File: config.mk
export PLATFORM = sky130hd
export DESIGN_NAME = rx_byte_queue
export DESIGN_NICKNAME = d
export VERILOG_FILES = /design/src/rtl/rx_byte_queue.sv
export SDC_FILE = /design/constraint.sdc
export NUM_CORES = 1
export LEC_CHECK = 0
export ABC_AREA = 0
export BUFFER_PORTS_ARGS = -buffer_cell sky130_fd_sc_hd__clkbuf_2
export CAP_MARGIN = 40
export CORE_ASPECT_RATIO = 1.75
export CORE_UTILIZATION = 54
export DETAILED_ROUTE_END_ITERATION = 10
export PLACE_DENSITY = 0.79
export SLEW_MARGIN = 20
export SYNTH_ARGS = -nofsm -noshare
export SYNTH_HDL_FRONTEND = slang
export SYNTH_SLANG_ARGS = --single-unit
File: constraint.sdc
create_clock -name clk -period 3.7 [get_ports clk]
set_input_delay 0.74 -clock clk [delete_from_list [all_inputs] [get_ports clk]]
set_output_delay 0.74 -clock clk [all_outputs]
set_load 0.1 [all_outputs]
File: src/rtl/rx_byte_queue.sv
module rx_byte_queue #(
  parameter int DW     = 8,
  parameter int DEPTH  = 16,
  parameter int TRIG_0 = 1,
  parameter int TRIG_1 = 4,
  parameter int TRIG_2 = 8,
  parameter int TRIG_3 = 14
) (
  input  logic                         clk,
  input  logic                         rst_n,
  input  logic                         q_flush,
  input  logic                         rx_enable,
  input  logic                         rxi_en,
  input  logic                         eri_en,
  input  logic [1:0]                   level_sel,
  input  logic                         frame_tick,
  input  logic                         byte_valid,
  input  logic [DW-1:0]                byte_in,
  input  logic                         rd_req,
  input  logic                         rd_clr,
  input  logic                         ovr_clr,
  output logic [DW-1:0]                rd_data,
  output logic [$clog2(DEPTH):0]       fill_count,
  output logic                         data_full,
  output logic                         data_ready,
  output logic                         overrun,
  output logic                         rx_irq,
  output logic                         err_irq
);
  localparam int AW = $clog2(DEPTH);
  localparam int CW = AW + 1;

  logic [DW-1:0] mem [DEPTH];
  logic [AW-1:0] wp, rp;
  logic          rcvd_last;

  logic [CW-1:0] trig;
  always_comb begin
    case (level_sel)
      2'd0:    trig = CW'(TRIG_0);
      2'd1:    trig = CW'(TRIG_1);
      2'd2:    trig = CW'(TRIG_2);
      default: trig = CW'(TRIG_3);
    endcase
  end

  wire empty  = (fill_count == '0);
  wire full   = (fill_count == CW'(DEPTH));
  wire pop    = rd_req && !empty;
  wire arrive = frame_tick && byte_valid && rx_enable && !overrun;
  wire push   = arrive && (!full || pop);
  wire drop   = arrive && full && !pop;

  wire [CW-1:0] cnt_nx   = fill_count + CW'(push) - CW'(pop);
  wire          rdf_set  = push && (cnt_nx >= trig);
  wire          flag_clr = pop && rd_clr && (cnt_nx < trig);
  wire          dr_set   = frame_tick && !push && !rcvd_last && !data_ready &&
                           (cnt_nx != '0) && (cnt_nx < trig);
  wire          rdf_nx   = (data_full && !flag_clr) || rdf_set;
  wire          dr_nx    = (data_ready && !flag_clr) || dr_set;

  assign rd_data = empty ? '0 : mem[rp];

  always_ff @(posedge clk) begin
    if (push && !q_flush) mem[wp] <= byte_in;
  end

  always_ff @(posedge clk or negedge rst_n) begin
    if (!rst_n) begin
      wp         <= '0;
      rp         <= '0;
      fill_count <= '0;
      data_full  <= 1'b0;
      data_ready <= 1'b0;
      rx_irq     <= 1'b0;
      rcvd_last  <= 1'b0;
    end else if (q_flush) begin
      wp         <= '0;
      rp         <= '0;
      fill_count <= '0;
      data_full  <= 1'b0;
      data_ready <= 1'b0;
      rx_irq     <= 1'b0;
      rcvd_last  <= 1'b0;
    end else begin
      if (push) wp <= wp + 1'b1;
      if (pop)  rp <= rp + 1'b1;
      fill_count <= cnt_nx;
      data_full  <= rdf_nx;
      data_ready <= dr_nx;
      if (!(rdf_nx || dr_nx)) rx_irq <= 1'b0;
      else if (rxi_en && (rdf_set || dr_set)) rx_irq <= 1'b1;
      if (frame_tick) rcvd_last <= push;
    end
  end

  always_ff @(posedge clk or negedge rst_n) begin
    if (!rst_n) begin
      overrun <= 1'b0;
      err_irq <= 1'b0;
    end else if (drop) begin
      overrun <= 1'b1;
      if (rxi_en || eri_en) err_irq <= 1'b1;
    end else if (ovr_clr) begin
      overrun <= 1'b0;
      err_irq <= 1'b0;
    end
  end

  assert_count_bound_R1: assert property (@(posedge clk) disable iff (!rst_n)
    fill_count <= CW'(DEPTH));

  assert_no_overflow_R3: assert property (@(posedge clk) disable iff (!rst_n)
    (frame_tick && byte_valid && rx_enable && !overrun && !rd_req && !q_flush &&
     fill_count == CW'(DEPTH)) |=> (overrun && fill_count == CW'(DEPTH)));

  assert_full_on_trigger_R4: assert property (@(posedge clk) disable iff (!rst_n)
    (frame_tick && byte_valid && rx_enable && !overrun && !rd_req && !q_flush &&
     fill_count < CW'(DEPTH) && (fill_count + 1) >= trig) |=> data_full);

  assert_gated_arrival_R6: assert property (@(posedge clk) disable iff (!rst_n)
    (frame_tick && byte_valid && (!rx_enable || overrun) && !rd_req && !q_flush)
    |=> $stable(fill_count));

  assert_flush_R7: assert property (@(posedge clk) disable iff (!rst_n)
    q_flush |=> (fill_count == '0 && !data_full && !data_ready && !rx_irq));

  assert_irq_has_cause_R8: assert property (@(posedge clk) disable iff (!rst_n)
    rx_irq |-> (data_full || data_ready));

  assert_empty_read_R9: assert property (@(posedge clk) disable iff (!rst_n)
    (rd_req && fill_count == '0 && !frame_tick && !q_flush)
    |=> (fill_count == '0 && $stable(data_full) && $stable(data_ready)));

  assert_full_swap_R10: assert property (@(posedge clk) disable iff (!rst_n)
    (fill_count == CW'(DEPTH) && rd_req && frame_tick && byte_valid && rx_enable &&
     !overrun && !q_flush && !ovr_clr) |=> (fill_count == CW'(DEPTH) && !overrun));
endmodule

# After elaboration in Yosys (flattened, before gate mapping)
# Memories as Yosys holds them, arrays and structs flattened.
# Index checks and enable logic that the tools add are counted.
# classes
addsub,4
n_reduce_logical,42
muxes,20
n_eq_ne,5
n_lt_le_gt_ge,2
# op_table
operator,count
$logic_and A1 B1 Y1,19
$mux W4,4
$mux W1,13
$pmux W4 S3,1
$logic_not A1 Y1,9
$add A4 B1 Y4 const B,2
$mux W8,1
$reduce_bool A2 Y1,4
$logic_or A1 B1 Y1,6
$add A5 B1 Y5,1
$eq A5 B5 Y1 const B,1
$ge A5 B5 Y1,1
$logic_not A5 Y1,1
$lt A5 B5 Y1,1
$mux W5,1
$reduce_bool A5 Y1,1
$sub A5 B1 Y5,1
$ne A3 B2 Y1 const B,1
$eq A2 B1 Y1 const B,1
$eq A2 B2 Y1 const B,1
$logic_not A2 Y1,1
$ne A2 B1 Y1 const B,1
$reduce_and A2 Y1,1
# totals
output_inout_bits,18
mem_bits_rw,128
memories,1
reg_bits,19
inputBits,21
wordCells,83
# memory_table
memory,words,word_bits,read_ports,rd_clocked_by_memory_dff,wr,line,source
mem,16,8,1,0,1,33,logic [DW-1:0] mem [DEPTH];

# Longest topological paths before layout
# logic_depth
ltp_word,16
ltp_mapped,20
ltp_nobuf,19

# Worst setup path after synthesis
# OpenSTA, ideal clock, no wires.
# synth_timing
kind,register to register
start,register fill_count[2]
end,register rx_irq
setup_slack_ns,-0.842
path_buffers,1
path_stages_with_launch,21
arrival_ns,4.417
required_time_ns,3.575
setup_time_ns,0.125
synth_period_minus_slack_ns,4.542
path_cell_list,dfrtp_1 -> inv_1 -> ha_1 -> nand2b_1 -> o31a_1 -> clkbuf_1 -> inv_1 -> ha_1 -> inv_1 -> ha_1 -> inv_1 -> fa_1 -> xor2_1 -> inv_1 -> ha_1 -> and4b_1 -> a211oi_1 -> nand3_1 -> o21ai_0 -> a21oi_1 -> o22a_1
# synth_via
elab_chain_cells,15
elab_cells_between_ends,32
classes_between,add/sub: 2; order compare: 2; eq/ne: 2; mux: 2; reduce/logical: 24
# synth_rtl
item,line,source
from (decl),23,"output logic [$clog2(DEPTH):0] fill_count,"
from (signal assigned),88,fill_count <= cnt_nx;
$logic_not A5 Y1,47,wire empty = (fill_count == '0);
$logic_not A1 Y1,49,wire pop = rd_req && !empty;
$logic_and A1 B1 Y1,49,
$logic_or A1 B1 Y1,51,wire push = arrive && (!full || pop);
$logic_and A1 B1 Y1,51,
$add A5 B1 Y5 or $logic_not A1 Y1 (tied branches),"54, 57",
$sub A5 B1 Y5 or $logic_and A1 B1 Y1 (tied branches),"54, 57",
$lt A5 B5 Y1 or $logic_and A1 B1 Y1 (tied branches),"56, 58, 57",
$logic_and A1 B1 Y1 (on tied branches),"56, 57",
$logic_not A1 Y1 or $logic_and A1 B1 Y1 (tied branches),"59, 60, 57",
$logic_and A1 B1 Y1 (on tied branches),"59, 58, 60",
$logic_or A1 B1 Y1 (on tied branches),"59, 60",
$logic_or A1 B1 Y1,91,if (!(rdf_nx || dr_nx)) rx_irq <= 1'b0;
$mux W1,91,
$mux W1,77,end else if (q_flush) begin
to (signal assigned),75,rx_irq <= 1'b0;
to (signal assigned),91,
to (signal assigned),92,else if (rxi_en && (rdf_set || dr_set)) rx_irq <= 1'b1;
to (decl),27,"output logic rx_irq,"
# Several ways; a longest one is shown, not always the timed one.
# A chain may end at the register's enable or synchronous reset.

# Final worst setup path
# layout_timing
start,register fill_count[3]
end,register rx_irq
# Same word-level chain as after synthesis.

==> metrics.md <==
| Metric | Value |
|---|---|
| Worst R2R Path Depth | 18 |
| Die width | 82.6 microns |
| Total GRT Usage | 24.1% |
| Cells after DPL | 503 |
| Initial antenna violation count | 0 |
| Vias | 3195 |
| Max FO, Critical Path | 3 |
| Register area | 0.00433 sq mm |
| CTS buffer count | 17 |
| Slew HR | 41.6% |
| N_diodes | 0 |
| Post-synthesis area per instance | 18.4 sq um |
| Clk root buf | clkbuf_16 |
| HPWL reported at the end of detailed placement | 8.36 mm |
| FF+latch count, synth | 147 |
| Port Buffer Count | 38 |
| Grt ovf | 0 |
| Worst flop-to-flop path endpoint | rx_irq |
| First-pass DRT Iterations | 5 |
| FF-to-FF Start | fill_count[3] |
| Htree depth | 4 |
| Seq pwr share | 32.3% |
| Leading area contributor after synthesis | edfxtp_1 |
| Chip Height | 143 microns |
| # nets final | 437 |
| Multi-input gate area | 0.00181 sq mm |
| Net Switching | 2.21 mW |
| First-pass GRT wire length | 19.1 mm |
| CTS max path bufs | 2 |
| Crit path time final | 3600 ps |
| Ys Warns | 0 |
| Clock slew seen by the registers of the worst setup and hold paths | 60 ps |
| Highest routed layer | met4 |
| WHS | 279 ps |
| Met3 Wirelength | 489 microns |
| Synth cell count leaders | edfxtp_1, mux4_2, nor2_1 |
| Power after layout | 5.94 mW |
| Hold Crit Class | in -> async |
| P_int | 3.74 mW |
| Worst EP required | 4010 ps |
| Crit end category | flip-flop |
| DRC violations left | 0 |
| Max-slew violation count | 0 |
| Starting Density | 55.4% |
| Core area | 0.0111 sq mm |
| Die ar. | 0.0118 sq mm |
| Yosys cell types | 34 |
| Post-synth EDFFs | 128 |
| Fin. Hold Viols | 0 |
| Worst-Skew Late Latency | 420 ps |
| Clk pwr share | 30.0% |
| # clock sinks | 147 |
| Routed length per placed instance | 22.9 microns |
| RSZ-0062 raised after global routing | true |
| DRT antenna net count | 0 |
| Top cells by area, synth | edfxtp_1, mux4_2, dfrtp_1 |
| Met1 wire length | 4.38 mm |
| Routed wl met2 | 7.33 mm |
| Most used standard cell by instance count after synthesis | edfxtp_1 |
| FILL cells | 726 |
| Post-Layout Cell Count | 545 |
| Vias in the first global route | 3413 |
| Synth Cell Area | 0.00615 sq mm |
| CTS tree | built |
| Critical path arrival | 3910 ps |
| Logic pwr share | 37.8% |
| Synth top area share | 62.5% |
| Period utilization | 97.3% |
| DRT iter0 DRCs | 182 |
| Clock Skews | 10.1 ps |
| Post-synth top flop | edfxtp_1 |
| Max-cap viol count | 0 |
| Reg2reg setup slack | 100 ps |
| Drt via density | 5.86 |
| Slew @ Worst Pin | 872 ps |
| Post-synthesis sequential area ratio | 70.3% |
| Final-report setup violation count | 0 |
| Placer Congestion | 0.798 |
| Drt total wl | 12.5 mm |
| Io pins | 39 |
| Switch share | 37.1% |
| Mapped Cells | 334 |
| P&R area growth vs syn | 19.9% |
| Site row count | 51 |
| Startpoint types | flip-flop |
| Async SR Flop Fraction | 12.9% |
| Pwr dens | 806 mW/mm^2 |
| P_leak | 2.59 nW |
| Syn nets | 371 |
| Peak supply drop | 997 uV |
| Largest net degree at the start of global routing | 36 |
| Highest clock rate | 0.278 GHz |
| Critical path type | reg -> reg |
| Status | finished, final reports clean |
| Share of cells above drive strength 1 | 39.0% |
==> worst max-delay path, stage by stage (launching register included) <==
cell	delay [ps]
dfrtp_4	490
inv_4	70
ha_4	140
nand2b_4	60
o31a_1	260
inv_2	90
ha_4	140
inv_1	40
ha_1	260
a21o_1	170
a21oi_2	180
xor2_2	230
ha_1	280
and4b_1	230
a211oi_4	240
nand2_1	110
o21ai_2	190
a21oi_2	80
o22a_1	220
==> power groups by stage <==
stage	sequential, mW	clock [mW]	combinational [mW]
finish	1.92	1.78	2.24
global route	1.93	1.87	2.40
CTS	1.92	1.81	2.12
detailed placement	1.96	0	2.09
global placement	1.95	0	2.05
floorplan	2.18	0	1.38
==> flip-flops by register name, summed over array words and instances, names as in the netlist <==
register    flops
rp              4
data_full       1
rx_irq          1
data_ready      1
err_irq         1
mem           128
wp              4
overrun         1
fill_count      5
rcvd_last       1
==> routing by layer <==
metal | track usage (%) | vias to the layer above
li1 | - | 1425
met1 | 26.7 | 1651
met2 | 41.9 | 98
met3 | 6.96 | 21
met4 | 10.1 | 0
met5 | 0 | -
==> placed cells by master (no fill, tap or decap), types with 6 or more instances in the layout <==
| cell | Yosys | layout |
|---|---|---|
| buf_4 | 1 | 22 |
| mux4_2 | 40 | 40 |
| nand2_1 | 10 | 10 |
| edfxtp_1 | 128 | 128 |
| inv_1 | 16 | 10 |
| xor2_1 | 8 | 6 |
| dfrtp_1 | 19 | 12 |
| clkbuf_16 | 0 | 17 |
| nor2b_1 | 11 | 11 |
| ha_1 | 15 | 10 |
| nor2_1 | 33 | 33 |
| clkbuf_2 | 0 | 38 |
==> what timing repair did <==
item                       CTS  global route
hold buffers                 0             0
pin swaps                    5            11
gates resized for setup      0            11
hold endpoints to repair     0             0
setup buffers                2             0
setup endpoints to repair    1             3
==> stage by stage <==
stage	util, %	TNS [ps]	instance area [sq um]	setup WS [ps]
6_report	66.4	0	7370	100
5_1_grt	66.4	-43.4	7370	-43.4
4_1_cts	65.3	0	7250	8.84
3_5_place_dp	59.6	-173	6620	-173
3_3_place_gp	59.5	-35.5	6600	-35.5
2_1_floorplan	-	-121	6230	-121
==> layout make-up <==
cell class,instances,area share [%]
clock buffers,17,5.77
clock inverters,15,2.65
inverters,16,0.883
multi-input cells,157,24.6
flip-flops and latches,147,58.8
well taps,132,2.24
repair buffers,61,5.09
==> logic make-up (layout without fill, tap and decap cells) <==
kind of cell	count (synthesis)	after routing	share of synthesized area (%)
AND/OR/NAND/NOR	71	71	5.86
buffers and inverters	30	109	2.26
AO/OA/AOI/OAI	18	18	1.83
XOR/XNOR	11	11	1.57
multiplexers	41	41	14.8
adder cells (fa/ha/maj)	16	16	3.38
flip-flops	147	147	70.3
==> worst max-delay path by stage <==
stage	cells after the start	to	slack [ps]	from
floorplan	19	rx_irq	-120	fill_count[3]
CTS	18	rx_irq	9	fill_count[3]
finish	18	rx_irq	100	fill_count[3]
global placement	17	rx_irq	-40	rd_req
global route	18	rx_irq	-40	fill_count[3]
detailed placement	17	rx_irq	-170	rd_req
Power figures use the tool's default switching activity.
